<file path="src/rtl/bus_err_logger.sv">
module bus_err_logger #(
  parameter int AW = 32,
  parameter int DW = 32,
  parameter int TW = 8,
  parameter int MCHK_CYC = 2
) (
  input  logic          clk,
  input  logic          rst_n,
  input  logic          tr_valid,
  input  logic          tr_write,
  input  logic          tr_aonly,
  input  logic [AW-1:0] tr_addr,
  input  logic          tr_apar,
  input  logic [TW-1:0] tr_attr,
  input  logic          sel_valid,
  input  logic          sel_rom,
  input  logic          sel_flash,
  input  logic          flash_wr_ok,
  input  logic [DW-1:0] mem_rdata,
  output logic          mem_wr_en,
  output logic          mem_rd_en,
  output logic          tr_ack,
  output logic [DW-1:0] rd_data,
  input  logic          reg_wr,
  input  logic [2:0]    reg_addr,
  input  logic [31:0]   reg_wdata,
  output logic [31:0]   reg_rdata,
  output logic          mchk_n
);
  localparam int CW = $clog2(MCHK_CYC + 1);

  logic [2:0]    en, sts;
  logic [1:0]    opt;
  logic [AW-1:0] cap_addr;
  logic [TW-1:0] cap_attr;
  logic [CW-1:0] cnt;

  wire data_x = tr_valid & ~tr_aonly;
  wire wr_x   = data_x & tr_write;
  wire rd_x   = data_x & ~tr_write;
  wire fl_hit = wr_x & sel_valid & sel_flash & ~flash_wr_ok;
  wire ms_hit = data_x & (~sel_valid | (tr_write & sel_rom & opt[1]) | fl_hit);
  wire pa_hit = tr_valid & ~(^{tr_addr, tr_apar});

  wire [2:0] det = en & {pa_hit, fl_hit, ms_hit};
  wire [2:0] clr = (reg_wr && reg_addr == 3'd1) ? reg_wdata[2:0] : 3'b000;
  wire [2:0] kept = sts & ~clr;
  wire       log_ok = ~|kept;
  wire       new_err = log_ok & |det;
  wire       unused_ok = &{1'b0, reg_wdata[31:3]};

  assign mem_wr_en = wr_x & ~det[0] & ~det[1];
  assign mem_rd_en = rd_x & ~det[0];
  assign mchk_n    = (cnt == '0);

  always_ff @(posedge clk or negedge rst_n) begin
    if (!rst_n) begin
      en       <= '0;
      opt      <= '0;
      sts      <= '0;
      cap_addr <= '0;
      cap_attr <= '0;
      cnt      <= '0;
      tr_ack   <= 1'b0;
      rd_data  <= '0;
    end else begin
      if (reg_wr && reg_addr == 3'd0) en  <= reg_wdata[2:0];
      if (reg_wr && reg_addr == 3'd2) opt <= reg_wdata[1:0];
      sts <= kept | (log_ok ? det : 3'b000);
      if (log_ok && (det[0] || det[1])) begin
        cap_addr <= tr_addr;
        cap_attr <= tr_attr;
      end
      if (new_err && opt[0]) cnt <= CW'(MCHK_CYC);
      else if (cnt != '0)    cnt <= cnt - 1'b1;
      tr_ack  <= tr_valid;
      rd_data <= (rd_x && det[0]) ? '1 : mem_rdata;
    end
  end

  always_comb begin
    case (reg_addr)
      3'd0:    reg_rdata = {29'd0, en};
      3'd1:    reg_rdata = {29'd0, sts};
      3'd2:    reg_rdata = {30'd0, opt};
      3'd3:    reg_rdata = 32'(cap_addr);
      3'd4:    reg_rdata = 32'(cap_attr);
      default: reg_rdata = '0;
    endcase
  end
endmodule


</file>
<file path="config.mk">
export PLATFORM = sky130hd
export DESIGN_NAME = bus_err_logger
export DESIGN_NICKNAME = d
export VERILOG_FILES = /design/src/rtl/bus_err_logger.sv
export SDC_FILE = /design/constraint.sdc
export NUM_CORES = 1
export LEC_CHECK = 0
export BUFFER_PORTS_ARGS = -buffer_cell sky130_fd_sc_hd__buf_2
export CORE_ASPECT_RATIO = 0.75
export CORE_MARGIN = 1
export CORE_UTILIZATION = 42
export CTS_CLUSTER_DIAMETER = 150
export DETAILED_ROUTE_END_ITERATION = 6
export GPL_TIMING_DRIVEN = 0
export PLACE_DENSITY = 0.76
export SETUP_SLACK_MARGIN = 0.15
export SYNTH_ARGS = -nofsm -noshare
export SYNTH_HDL_FRONTEND = slang
export SYNTH_SLANG_ARGS = --single-unit
</file>
<file path="constraint.sdc">
create_clock -name clk -period 1.7 [get_ports clk]
set_clock_uncertainty 0.2 [all_clocks]
set_input_delay 0.085 -clock clk [delete_from_list [all_inputs] [get_ports clk]]
set_output_delay 0.085 -clock clk [all_outputs]
set_load 0.01 [all_outputs]
</file>
* After elaboration in Yosys (flattened, before gate mapping)
Cells that the tools add are included.
** Storage, ports and cells
- Register bits :: 83
- Input port bits :: 118
- Output and inout port bits :: 68
** Cells by class
- Add/subtract/negate cells :: 1
- Equal/unequal tests :: 4
- Muxes and demuxes :: 6
- Bitwise gates (word level) :: 27
- Reduce and logical (&&, ||, !) cells :: 15
** Operators with widths (number)
- $pmux 32 s5 :: 1
- $reduce_xor 33->1 :: 1
- $mux 32 :: 1
- $and 1x1->1 :: 14
- $not 1->1 :: 7
- $and 3x3->3 :: 2
- $eq 3x2->1 const B :: 2
- $logic_and 1x1->1 :: 6
- $mux 3 :: 2
- $reduce_or 3->1 :: 2
- $mux 2 :: 2
- $reduce_bool 2->1 :: 2
- $eq 3x1->1 const B :: 1
- $eq 3x3->1 const B :: 1
- $logic_not 3->1 :: 1
- $not 3->3 :: 1
- $or 3x3->3 :: 1
- $logic_not 2->1 :: 1
- $or 1x1->1 :: 2
- $sub 2x1->2 const B :: 1
- $logic_not 1->1 :: 1
- $logic_or 1x1->1 :: 1

* Longest topological paths before layout
- Depth in word-level cells :: 13
- Mapped depth :: 7
- Depth with buffers taken out :: 6

* Worst setup path after synthesis
OpenSTA, ideal clock, no wires.
- Path type :: register to register
- Start :: register opt[1]
- End :: register cap_addr[0]
- Setup time :: 0.125 ns
- Arrival time :: 1.438 ns
- Data required time :: 1.375 ns
- Path slack :: -0.063 ns
- Cell stages (with the launch flop) :: 7
- Path buffers :: 1
- Period minus slack after synthesis :: 1.763 ns
- Path through :: dfrtp_1 -> and3_1 -> a211oi_1 -> a21oi_1 -> nand2_4 -> buf_6 -> mux2_4
** Between the ends
- Cells in the longest elaborated chain, start to end :: 7
** Ends and longest elaborated chain
- start: declaration :: RTL line 33 : logic [1:0] opt;
- start signal: assignment :: RTL line 68 : if (reg_wr && reg_addr == 3'd2) opt <= reg_wdata[1:0];
- $and 1x1->1 :: RTL line 42 : wire ms_hit = data_x & (~sel_valid | (tr_write & sel_rom & opt[1]) | fl_hit);
- $or 1x1->1 (2 in a row) :: RTL line 42
- $and 1x1->1 :: RTL line 42
- $and 3x3->3 :: RTL line 45 : wire [2:0] det = en & {pa_hit, fl_hit, ms_hit};
- $logic_or 1x1->1 :: RTL line 70 : if (log_ok && (det[0] || det[1])) begin
- $logic_and 1x1->1 :: RTL line 70
- end signal: assignment :: RTL line 71 : cap_addr <= tr_addr;
- end: declaration :: RTL line 34 : logic [AW-1:0] cap_addr;
No other way between the ends.
A chain may end at the register's enable or synchronous reset.

* Final worst setup path
- Start :: register opt[1]
- End :: register cap_addr[14]
The elaborated chain is that of the path after synthesis.

==> results.sh <==
export IMPL_cts_sink_count=83
export IMPL_grt_pass1_vias=3564
export IMPL_min_path_type="input pin to register"
export IMPL_ant_nets=0
export IMPL_wl_per_cell_um=17.33
export IMPL_clk_pin_slew_worst_paths_ns=0.06
export IMPL_core_rowCount=30
export IMPL_synthesis_area_sq_mm=0.003907
export IMPL_drv_cap=0
export IMPL_tritoncts="yes"
export IMPL_area_growth_syn_to_layout_pct=69.93
export IMPL_rsz0062_at_grt="yes"
export IMPL_syn_inst=297
export IMPL_dpl_cell_area_sq_mm=0.004950
export IMPL_ys_seq_area_share_pct=53.15
export IMPL_slew_viol_final=0
export IMPL_num_antenna_cells=0
export IMPL_tightest_slew_ns=0.6787
export IMPL_cts_made_buffers=9
export IMPL_crit_arrival_ns=1.91
export IMPL_crit_fanout=10
export IMPL_synth_cell_types=39
export IMPL_start_util_pct=43.20
export IMPL_fin_nets=675
export IMPL_slew_headroom_pct=54.12
export IMPL_hold_ws_ns=-0.03022
export IMPL_coreArea_sq_mm=0.009046
export IMPL_async_flop_share_pct=100.0
export IMPL_worst_endpoint_required_ns=1.71
export IMPL_start_kind="register"
export IMPL_end_kind="register"
export IMPL_leakage_uw=0.003417
export IMPL_ys_seq_elements=83
export IMPL_synth_flop_cell="dfrtp_1"
export IMPL_syn_avg_cell_area_sq_um=13.16
export IMPL_port_buffers=155
export IMPL_violations="negative hold slack, negative setup slack"
export IMPL_clock_fmax_mhz=528.6
export IMPL_setup_violations=75
export IMPL_gp_congestion=0.8034
export IMPL_fp_dieW_um=113.4
export IMPL_die_h_um=85.53
export IMPL_crit_type="register to register"
export IMPL_postLayoutCoreUtil_pct=73.40
export IMPL_dr_pass1_iters=5
export IMPL_clock_path_buffers=2
export IMPL_dieArea_sq_mm=0.009697
export IMPL_ios=186
export IMPL_clk_latency_ns=0.34
export IMPL_irDropWorstVdd_mv=0.7396
export IMPL_final_cells=689
export IMPL_yosysWarnings=0
export IMPL_synth_edf_count=0
export IMPL_dr_total_vias=3325
export IMPL_place_inst=581
export IMPL_synth_area_leaders="dfrtp_1, mux2_4, xnor2_1"
export IMPL_finalPower_uw=7611
export IMPL_syn_nets=416
export IMPL_grt_max_degree=45
export IMPL_drc=0
export IMPL_track_usage_pct=24.44
export IMPL_wirelength_um=11940
export IMPL_hold_violations=3
export IMPL_place_worst_setup_slack_ns=-0.2989
export IMPL_dp_hpwl_um=6889
export IMPL_antenna_found_initial=0
export IMPL_r2r_slack_ns=-0.19
export IMPL_hold_depth=4
export IMPL_grt_pass1_wl_um=17960
export IMPL_drive_above_1_share_pct=55.79
export IMPL_overflow=0
export IMPL_p_per_area_mw_per_mm2=1146
export IMPL_vias_per_cell=4.826
export IMPL_fin_crit_sh_pct=111.3
export IMPL_drtIter0Drc=120
export IMPL_cts_root_buf="clkbuf_16"
export IMPL_reg2reg_depth=7
export IMPL_outcome="complete, but fails checks"
export IMPL_htree_levels=3
export IMPL_yosysTopAreaCell="dfrtp_1"
export IMPL_timing_final_ws_setup_ns=-0.1919
export IMPL_fin_crit_ns=1.892
export IMPL_fin_area_sq_mm=0.006640
export IMPL_synth_top_area_share_pct=53.15
critical path, cell delays in order, from the launching register on:
cell,delay (ns)
dfrtp_1,0.40
and3_4,0.16
a211oi_4,0.16
buf_4,0.16
a21oi_4,0.05
nand2_8,0.15
buf_12,0.16
mux2_4,0.32
report_power, final:
| part | leakage [uW] | switching [uW] | internal (uW) |
|---|---|---|---|
| combinational | 0.00225 | 928 | 1570 |
| clock | 0.000162 | 787 | 1370 |
| sequential | 0.00101 | 361 | 2590 |
| total | 0.00342 | 2080 | 5540 |
metal layers:
layer	global-route usage, %	vias up	share of wire, %
li1	-	1530	-
met1	30.35	1640	42
met2	41.44	139	49
met3	7.633	16	7.0
met4	6.818	0	1.4
met5	0	-	0
cell families (layout without fill, tap and decap cells):
family / after synthesis / in the layout / share of synthesized area, %
buffers and inverters: 22 / 286 / 2.914
adders and majority gates: 1 / 1 / 0.3202
muxes: 49 / 49 / 17.90
DFF: 83 / 83 / 53.15
AOI/OAI and AO/OA: 22 / 22 / 3.746
xor gates and xnor gates: 31 / 31 / 7.877
and+or+nand+nor: 89 / 89 / 14.09
cells in the final DEF (no fill, tap or decap), types with 7 or more instances in the layout:
master / count
dfrtp_1: 83
buf_8: 8
clkbuf_16: 12
buf_6: 9
xnor2_1: 16
dlygate4sd3_1: 77
inv_1: 7
buf_2: 145
mux2_4: 41
xnor2_2: 8
buf_4: 8
or2_4: 33
and3_1: 24
cell type report:
type                    instances  area [sq um]
plain buffers                  15         170.2
repair buffers                248          1837
inverters                       7         26.28
clock buffers                  11         252.7
clock inverters                 5         85.08
fillers                       557          2406
flip-flops and latches         83          2077
multi-input cells             192          2032
well taps                     128         160.2
path summary, 6_finish.rpt:
check / from / end
max: opt[1] / cap_addr[14]
min: reg_addr[0] / sts[0]
max reg2reg: opt[1] / cap_addr[14]
min reg2reg: cap_addr[19] / cap_addr[19]
max in group asynchronous: rst_n / rd_data[31]
min in group asynchronous: rst_n / cap_addr[10]
cell usage after synthesis (all sizes together) (2+ instances only):
cell and number:
and3 26, o21ai 6, clkbuf 10, o22ai 2, xnor2 27, dfrtp 83
nand3 2, a22oi 4, and2 2, xor2 2, nand4 2, mux2 47
nand2 8, or2 33, mux2i 2, a21oi 3, xnor3 2, nor2b 3
buf 5, a22o 5, inv 7, nor2 7
registers in the layout, summed over array words and instances (netlist names):
name      count
rd_data      32
cap_attr      8
opt           2
cnt           2
en            3
tr_ack        1
cap_addr     32
sts           3
timing repair:
item                                    CTS  global route
endpoints found under the setup margin  102            90
hold buffers                             77             3
setup buffers                             5             4
endpoints found under the hold margin   131             7
pin swaps                                 4            22
resized for setup                        58            52
gates cloned                              3             3
through the flow:
step,hold slack [ns],setup TNS [ns]
detailed placement,-0.07881,-15.55
global route,-0.001606,-15.57
CTS,-0.08824,-11.08
finish,-0.03022,-11.41
floorplan,-0.4106,0
global placement,0.04667,-38.58
(Power assumes the default switching activity.)
